===== src/rtl/clk_bypass_pkg.sv =====
// Package: shared encodings and state type for the clock bypass controller.
// Assumes the software fields use a 4-bit redundant code with one true and one false value.
package clk_bypass_pkg;
    localparam int unsigned MUBI_W = 4;
    localparam logic [MUBI_W-1:0] MUBI_TRUE  = 4'b0110;
    localparam logic [MUBI_W-1:0] MUBI_FALSE = 4'b1001;
    localparam int unsigned SYNC_STAGES = 2;

    typedef enum logic [2:0] {
        CH_IDLE = 3'd0,
        CH_WAIT = 3'd1,
        CH_STEP = 3'd2,
        CH_DONE = 3'd3,
        CH_DROP = 3'd4
    } chan_state_e;
endpackage


===== src/rtl/byp_sync.sv =====
// Module: multi-stage flop synchronizer for a vector of independent level signals.
// Assumes each bit is a slow level that may be sampled on any edge.
module byp_sync #(
    parameter int unsigned WIDTH  = 1,
    parameter int unsigned STAGES = 2
) (
    input  logic             clk_i,
    input  logic             rst_ni,
    input  logic [WIDTH-1:0] d_i,
    output logic [WIDTH-1:0] q_o
);
    logic [WIDTH-1:0] stage_q [STAGES];

    // Shift the asynchronous input through the flop chain.
    always_ff @(posedge clk_i) begin
        if (!rst_ni) begin
            for (int i = 0; i < STAGES; i++) stage_q[i] <= '0;
        end else begin
            stage_q[0] <= d_i;
            for (int i = 1; i < STAGES; i++) stage_q[i] <= stage_q[i-1];
        end
    end

    assign q_o = stage_q[STAGES-1];
endmodule


===== src/rtl/mubi_check.sv =====
// Module: decodes one redundant multi-bit field into a true flag and a bad-code flag.
// Assumes any code other than the true and false codes is illegal and must be read as false.
module mubi_check
    import clk_bypass_pkg::*;
(
    input  logic [MUBI_W-1:0] val_i,
    output logic              is_true_o,
    output logic              is_bad_o
);
    // Classify the field value.
    always_comb begin
        is_true_o = (val_i == MUBI_TRUE);
        is_bad_o  = (val_i != MUBI_TRUE) && (val_i != MUBI_FALSE);
    end
endmodule


===== src/rtl/byp_chan.sv =====
// Module: one bypass handshake channel (request, acknowledge wait, step-down, release).
// Assumes ack_i is already synchronized and that the analog side returns ack low after req falls.
module byp_chan
    import clk_bypass_pkg::*;
(
    input  logic clk_i,
    input  logic rst_ni,
    input  logic req_i,
    input  logic step_en_i,
    input  logic ack_i,
    output logic byp_req_o,
    output logic step_o,
    output logic done_o
);
    chan_state_e state_q, state_d;
    logic        step_q;

    // Next-state selection for the handshake sequence.
    always_comb begin
        state_d = state_q;
        unique case (state_q)
            CH_IDLE: if (req_i) state_d = CH_WAIT;
            CH_WAIT: if (!req_i) state_d = CH_DROP;
                     else if (ack_i) state_d = CH_STEP;
            CH_STEP: state_d = req_i ? CH_DONE : CH_DROP;
            CH_DONE: if (!req_i) state_d = CH_DROP;
            CH_DROP: if (!ack_i) state_d = CH_IDLE;
            default: state_d = CH_IDLE;
        endcase
    end

    // State register and step-down flag, held until the acknowledge has fallen.
    always_ff @(posedge clk_i) begin
        if (!rst_ni) begin
            state_q <= CH_IDLE;
            step_q  <= 1'b0;
        end else begin
            state_q <= state_d;
            if (state_q == CH_WAIT && req_i && ack_i) step_q <= step_en_i;
            else if (state_q == CH_DROP && !ack_i)   step_q <= 1'b0;
        end
    end

    assign byp_req_o = (state_q == CH_WAIT) || (state_q == CH_STEP) || (state_q == CH_DONE);
    assign done_o    = (state_q == CH_DONE);
    assign step_o    = step_q;

    // step-down only follows an observed acknowledge.
    a_r3_step_after_ack: assert property (@(posedge clk_i) disable iff (!rst_ni)
        $rose(step_q) |-> $past(ack_i));
    // step-down is not removed while the acknowledge is still high.
    a_r8_step_held: assert property (@(posedge clk_i) disable iff (!rst_ni)
        $fell(step_q) |-> !$past(ack_i));
    // no bypass request appears without a requester.
    a_r8_no_orphan_req: assert property (@(posedge clk_i) disable iff (!rst_ni)
        (!req_i && !byp_req_o) |=> !byp_req_o);
endmodule


===== src/rtl/clk_bypass_ctrl.sv =====
// Module: arbitrates lifecycle and software external-clock bypass requests and drives
// the divider step-down. Assumes debug enable and both acknowledges are asynchronous.
module clk_bypass_ctrl
    import clk_bypass_pkg::*;
(
    input  logic              clk_i,
    input  logic              rst_ni,
    input  logic              lc_byp_req_i,
    output logic              lc_byp_ack_o,
    input  logic [MUBI_W-1:0] sw_sel_i,
    input  logic [MUBI_W-1:0] sw_speed_i,
    input  logic              dbg_en_i,
    output logic              io_byp_req_o,
    input  logic              io_byp_ack_i,
    output logic              all_byp_req_o,
    input  logic              all_byp_ack_i,
    output logic              div_step_o,
    output logic              mubi_err_o
);
    localparam int unsigned N_SYNC = 3;

    logic [N_SYNC-1:0] async_in, sync_out;
    logic dbg_s, io_ack_s, all_ack_s;
    logic sel_true, sel_bad, speed_true, speed_bad;
    logic sw_req, lc_step, sw_step, sw_done_unused;
    logic err_q;

    assign async_in = {dbg_en_i, all_byp_ack_i, io_byp_ack_i};

    byp_sync #(.WIDTH(N_SYNC), .STAGES(SYNC_STAGES)) u_sync (
        .clk_i (clk_i), .rst_ni (rst_ni), .d_i (async_in), .q_o (sync_out)
    );
    assign {dbg_s, all_ack_s, io_ack_s} = sync_out;

    mubi_check u_sel (.val_i (sw_sel_i), .is_true_o (sel_true), .is_bad_o (sel_bad));
    mubi_check u_spd (.val_i (sw_speed_i), .is_true_o (speed_true), .is_bad_o (speed_bad));

    // Software request: valid select, debug allowed, no lifecycle request present.
    assign sw_req = sel_true && dbg_s && !lc_byp_req_i;

    byp_chan u_lc (
        .clk_i (clk_i), .rst_ni (rst_ni), .req_i (lc_byp_req_i), .step_en_i (1'b1),
        .ack_i (io_ack_s), .byp_req_o (io_byp_req_o), .step_o (lc_step), .done_o (lc_byp_ack_o)
    );

    byp_chan u_sw (
        .clk_i (clk_i), .rst_ni (rst_ni), .req_i (sw_req), .step_en_i (!speed_true),
        .ack_i (all_ack_s), .byp_req_o (all_byp_req_o), .step_o (sw_step), .done_o (sw_done_unused)
    );

    assign div_step_o = lc_step || sw_step;

    // Register the invalid-code flag.
    always_ff @(posedge clk_i) begin
        if (!rst_ni) err_q <= 1'b0;
        else         err_q <= sel_bad || speed_bad;
    end
    assign mubi_err_o = err_q;

    // the lifecycle requester is never acknowledged before the step-down.
    a_r3_step_before_lcack: assert property (@(posedge clk_i) disable iff (!rst_ni)
        lc_byp_ack_o |-> div_step_o);
    // a software bypass only starts with debug allowed.
    a_r4_sw_needs_dbg: assert property (@(posedge clk_i) disable iff (!rst_ni)
        $rose(all_byp_req_o) |-> $past(dbg_s));
    // a lifecycle request blocks new software bypasses.
    a_r6_lc_blocks_sw: assert property (@(posedge clk_i) disable iff (!rst_ni)
        $rose(all_byp_req_o) |-> !$past(lc_byp_req_i));
endmodule


===== config.mk =====
export PLATFORM = sky130hd
export DESIGN_NAME = clk_bypass_ctrl
export DESIGN_NICKNAME = d
export VERILOG_FILES = /design/src/rtl/clk_bypass_pkg.sv /design/src/rtl/byp_sync.sv /design/src/rtl/mubi_check.sv /design/src/rtl/byp_chan.sv /design/src/rtl/clk_bypass_ctrl.sv
export SDC_FILE = /design/constraint.sdc
export NUM_CORES = 1
export LEC_CHECK = 0
export BUFFER_PORTS_ARGS = -buffer_cell sky130_fd_sc_hd__buf_2
export CORE_MARGIN = 10
export CORE_UTILIZATION = 47
export DETAILED_ROUTE_END_ITERATION = 8
export GPL_TIMING_DRIVEN = 0
export PLACE_DENSITY = 0.82
export SKIP_LAST_GASP = 1
export SLEW_MARGIN = 20
export SYNTH_ARGS = -nofsm -noshare
export SYNTH_HDL_FRONTEND = slang
export SYNTH_SLANG_ARGS = --single-unit

===== constraint.sdc =====
create_clock -name clk_i -period 1.55 [get_ports clk_i]
set_input_delay 0.2325 -clock clk_i [delete_from_list [all_inputs] [get_ports clk_i]]
set_output_delay 0.2325 -clock clk_i [all_outputs]
set_load 0.05 [all_outputs]

# --- After elaboration in Yosys (flattened, before gate mapping) ---
# Memories as Yosys holds them, arrays and structs flattened.
# Index checks and enable logic that the tools add are counted.
totals:
  ff_bits: 9
  latchBits: 0
  ram_bits: 6
  romBits: 0
  in_bits: 14
  memories: 1
classes:
  n_addsub: 0
  n_mul: 0
  div: 0
  order_cmp: 0
  eq_ne: 22
  shift: 0
  muxes: 22
  bitwise: 2
  reduce_logical: 26
mem_list:
  columns: ["name", "words", "width", "rd", "rd_ports_with_merged_regs", "wr", "line", "rtl"]
  rows:
  - ["u_sync.stage_q", 2, 3, 2, 0, 2, "byp_sync.sv:12", "logic [WIDTH-1:0] stage_q [STAGES];"]
ops:
  columns: ["cell", "n"]
  rows:
  - ["3-bit two-way mux", 14]
  - ["3-bit case mux with 5 select lines", 2]
  - ["3-bit by 2-bit == test with 1-bit output, second input constant", 4]
  - ["1-bit logical AND", 10]
  - ["2-bit inequality test, second input constant", 5]
  - ["4-bit by 3-bit == test with 1-bit output, second input constant", 2]
  - ["4-bit by 3-bit inequality test with 1-bit output, second input constant", 2]
  - ["4-bit inequality test, second input constant", 2]
  - ["4-bit AND reduction", 2]
  - ["3-bit by 1-bit == test with 1-bit output, second input constant", 2]
  - ["3-bit == test, second input constant", 2]
  - ["3-bit zero test", 2]
  - ["1-bit logical OR", 6]
  - ["1-bit two-way mux", 6]
  - ["3-bit inequality test, second input constant", 2]
  - ["1-bit zero test", 4]
  - ["2-bit nonzero test", 2]
  - ["2-bit by 1-bit inequality test with 1-bit output, second input constant", 1]
  - ["1-bit bitwise OR", 2]

# --- Logic depth before layout (Yosys ltp) ---
depth:
  depth_word: 6
  depth_mapped: 3
  mapped_depth_nobuf: 3

# --- Modules after synthesis ---
# Synthesis repeated with hierarchy kept, for this count alone.
hier_totals:
  hier_cells: 71
  hier_area_um2: 645.6
by_module_without_submodules:
  columns: ["mod", "instances", "cells_per_inst", "area_each_um2", "seq_area_each_um2"]
  rows:
  - ["byp_chan", 2, 22, 178.9, 80.1]
  - ["byp_sync", 1, 15, 180.2, 120.1]
  - ["mubi_check", 2, 3, 28.8, 0.0]
  - ["clk_bypass_ctrl", 1, 6, 50.0, 20.0]

# --- Worst setup path before layout ---
# Ideal clock, no wire load.
synth_timing:
  path_type: "reg-to-output"
  from: "register u_lc.state_q[1]"
  to: "output port io_byp_req_o"
  arrival_ns: 1.084
  required_time_ns: 1.317
  path_slack_ns: 0.233
  path_stages_with_launch: 3
  path_buffers: 0
  path_cell_list: "dfxtp_1 nor2_1 nor2_1"
synth_between:
  elab_chain_cells: 3
  elab_cells_between_ends: 5
synth_lines:
  columns: ["element", "line", "rtl"]
  rows:
  - ["start: declaration", "byp_chan.sv:15", "chan_state_e state_q, state_d;"]
  - ["start signal: assignment", "byp_chan.sv:38", "state_q <= state_d;"]
  - ["3-bit by 1-bit == test with 1-bit output or 3-bit by 2-bit == test with 1-bit output (tied branches)", "byp_chan.sv:44", "assign byp_req_o = (state_q == CH_WAIT) || (state_q == CH_STEP) || (state_q == CH_DONE);"]
  - ["1-bit logical OR", "byp_chan.sv:44", null]
  - ["1-bit logical OR (*)", "byp_chan.sv:44", null]
  - ["end: declaration", "clk_bypass_ctrl.sv:13", "output logic io_byp_req_o,"]
# Every way passes the cells marked *; elsewhere a longest branch is shown, timed or not.

# --- Worst setup path in the final report ---
layout_timing:
  from: "register u_lc.state_q[0]"
  to: "output port io_byp_req_o"
# Same word-level chain as after synthesis.

==> reports/metrics.cfg <==
[sta]
fin_setup_tns_ns = 0
max_freq_mhz = 736
finalClockSkew_ns = 0.000580
fin_hold_ws_ns = 0.144
hold_violations = 0
rsz0062_at_grt = no
relSlewSlack_pct = 78.7
slew_violations = 0
layout_min_cycle_time_ns = 1.36
period_share_pct = 87.7
setup_viol = 0
worst_pin_slew_ns = 0.320

[hold_path]
hold_path.class = in -> reg
hold_start = io_byp_ack_i
whs_endpoint = u_sync.stage_q[0][0]$_SDFF_PN0_
worstHoldPathCells = 2

[yosys]
ys_seq_area_share_pct = 48.6
yosys_warnings = 0
synth_seq_cells = 15
ys_types = 28
synth_area_um2 = 618
synth_cells = 61
syn_nets = 75
syn_area_per_cell_um2 = 10.1

[setup_path]
rr_worst_depth = 3
critPathTopFamily = flip-flops
critPathArrivalTime_ns = 1.13
r2r-end = u_sw.step_o$_SDFFE_PN0P_
rrSetupSlack_ns = 0.41
setup.worst_path.class = reg -> out
crit_path_max_fanout = 5
required_ns = 1.32
cp-start-kind = flop
reg2reg_from = u_sw.state_q[1]$_SDFFE_PN0P_
worst_setup_path_end_kind = output port
worstPathCellList = nor2_1, nor2_1, buf_2
cp_common_cell = nor2_1
cp_num_buf_inv = 1
slowest_stage = dfxtp_1
max_stage_delay_ns = 0.39

[placed_design]
hpwl_um = 994
placed_cells = 94
place.gp.congestion = 0.801
port_buffers = 18
dpl_cell_area_um2 = 727

[route]
ant_nets = 0
routed_wl_um = 1220
vias = 511
drc = 0
drt_iter0_markers = 4
viasPerCell = 5.21
dr_wl_met3_um = 90
drt-pass1-iter-count = 4
top_layer_used = met4
dr_wl_met2_um = 587
wl_per_cell_um = 12.5
met1Wirelength_um = 522

[cells_and_area]
drive_above_1_share_pct = 32.5
finalNonFillerCells = 98
mostFrequentLayoutCells = buf_2 (18), dfxtp_1 (15), nor2_1 (8), and2_1 (6), nand3_1 (4)
area_growth_pct = 21.9
final_common_cell = buf_2
finalNetCount = 98
diodes = 0
final_cell_area_um2 = 753

[clock_tree]
cts.htree.levels = 1
numCtsBuffers = 3
holdBufCountCts = 0
clock_path_buffers = 2
clk_latency_ns = 0.29
clk_pin_slew_ns = 0.08
post-cts-setup-buffer-count = 0
cts_root_buf = clkbuf_4
clock-sinks = 15
cts_resized = 0
tritoncts = done

[floorplan]
core_area_mm2 = 0.00127
fp.dieArea_mm2 = 0.00317
num_io_pins = 19
row_count = 13
initial_utilization_pct = 48.7
die_w_um = 56.3
die_h_um = 56.3

[pwr]
power_density_mw_per_mm2 = 919
total_power_w = 0.000693
vdd_ir_drop_max_uv = 625
leakage_nw = 0.336

[flow_run]
maxCapViolCount = 0

[grt]
grt_usage_pct = 8.00
overflow = 0
grt_pass1_wl_um = 2130
antenna_found_initial = 0
grt_max_degree = 11
grt_pass1_vias = 507

[outcome]
status = completed

layout make-up:
class                      count  area (um^2)
multi-input combinational     43          307
clock buffer                   4         26.3
buffer                         1         3.75
inverter                       2         7.51
sequential                    15          300
tap                           15         18.8
fill                         117          515
timing repair buffer          18         90.1
worst max-delay path by stage:
stage / startpoint / endpoint / slack [ns] / depth (start not counted)
2_1_floorplan: u_lc.state_q[1]$_SDFFE_PN0P_ / io_byp_req_o / 0.23 / 2
3_3_place_gp: sw_sel_i[3] / mubi_err_o$_SDFF_PN0_ / 0.40 / 4
3_5_place_dp: sw_sel_i[3] / mubi_err_o$_SDFF_PN0_ / 0.39 / 4
4_1_cts: u_lc.state_q[0]$_SDFFE_PN0P_ / io_byp_req_o / 0.19 / 3
5_1_grt: u_lc.state_q[0]$_SDFFE_PN0P_ / io_byp_req_o / 0.08 / 3
6_report: u_lc.state_q[0]$_SDFFE_PN0P_ / io_byp_req_o / 0.19 / 3
stage by stage:
stage	setup slack, ns	util (%)
6_report	0.191	59.4
3_5_place_dp	0.392	57.3
5_1_grt	0.0784	59.4
4_1_cts	0.191	59.4
3_3_place_gp	0.401	57.3
2_1_floorplan	0.233	-
layer usage:
metal	global-route usage, %	vias up
met5	0	-
met1	8.61	234
met4	4.12	0
met2	13.0	13
li1	-	262
met3	3.37	2
where the power goes:
group | switching (W) | leakage (nW) | internal (W) | total (W)
logic | 0.0000346 | 0.198 | 0.0000316 | 0.0000663
registers | 0.00000677 | 0.123 | 0.000397 | 0.000403
clock network | 0.000123 | 0.0150 | 0.000100 | 0.000223
total | 0.000164 | 0.336 | 0.000528 | 0.000693
cells by family after synthesis:
| family | count (synthesis) | synth area share, % |
|---|---|---|
| AND/OR/NAND/NOR | 33 | 35.2 |
| AO/OA/AOI/OAI | 9 | 12.8 |
| flip-flops | 15 | 48.6 |
| multiplexers | 1 | 1.62 |
| buffers and inverters | 3 | 1.82 |
flip-flops by register name (all words and copies together) (netlist names):
| name | count |
|---|---|
| u_lc.step_o | 1 |
| mubi_err_o | 1 |
| u_sync.stage_q | 6 |
| u_sw.state_q | 3 |
| u_sw.step_o | 1 |
| u_lc.state_q | 3 |
cells in the mapped netlist:
library cell | count | area (um^2)
a21oi_1 | 2 | 10.0
a21boi_1 | 1 | 7.51
and2_1 | 6 | 37.5
a31oi_1 | 1 | 6.26
and3_1 | 1 | 6.26
nand3_1 | 4 | 20.0
nor2_1 | 8 | 30.0
a311oi_1 | 1 | 8.76
and2_4 | 1 | 8.76
or2_2 | 1 | 6.26
and3b_2 | 1 | 10.0
o21a_1 | 1 | 7.51
mux2i_1 | 1 | 10.0
inv_1 | 2 | 7.51
and4bb_2 | 1 | 12.5
clkbuf_1 | 1 | 3.75
and4bb_4 | 1 | 16.3
or4b_1 | 1 | 10.0
nand2_1 | 2 | 7.51
or3_1 | 1 | 6.26
nand4bb_1 | 2 | 22.5
nand3b_1 | 1 | 7.51
a2bb2o_4 | 1 | 20.0
nor3b_1 | 1 | 7.51
nor4b_1 | 1 | 8.76
dfxtp_1 | 15 | 300
a21boi_0 | 1 | 7.51
o221a_1 | 1 | 11.3
No activity file was read; power rests on OpenSTA's default activity.
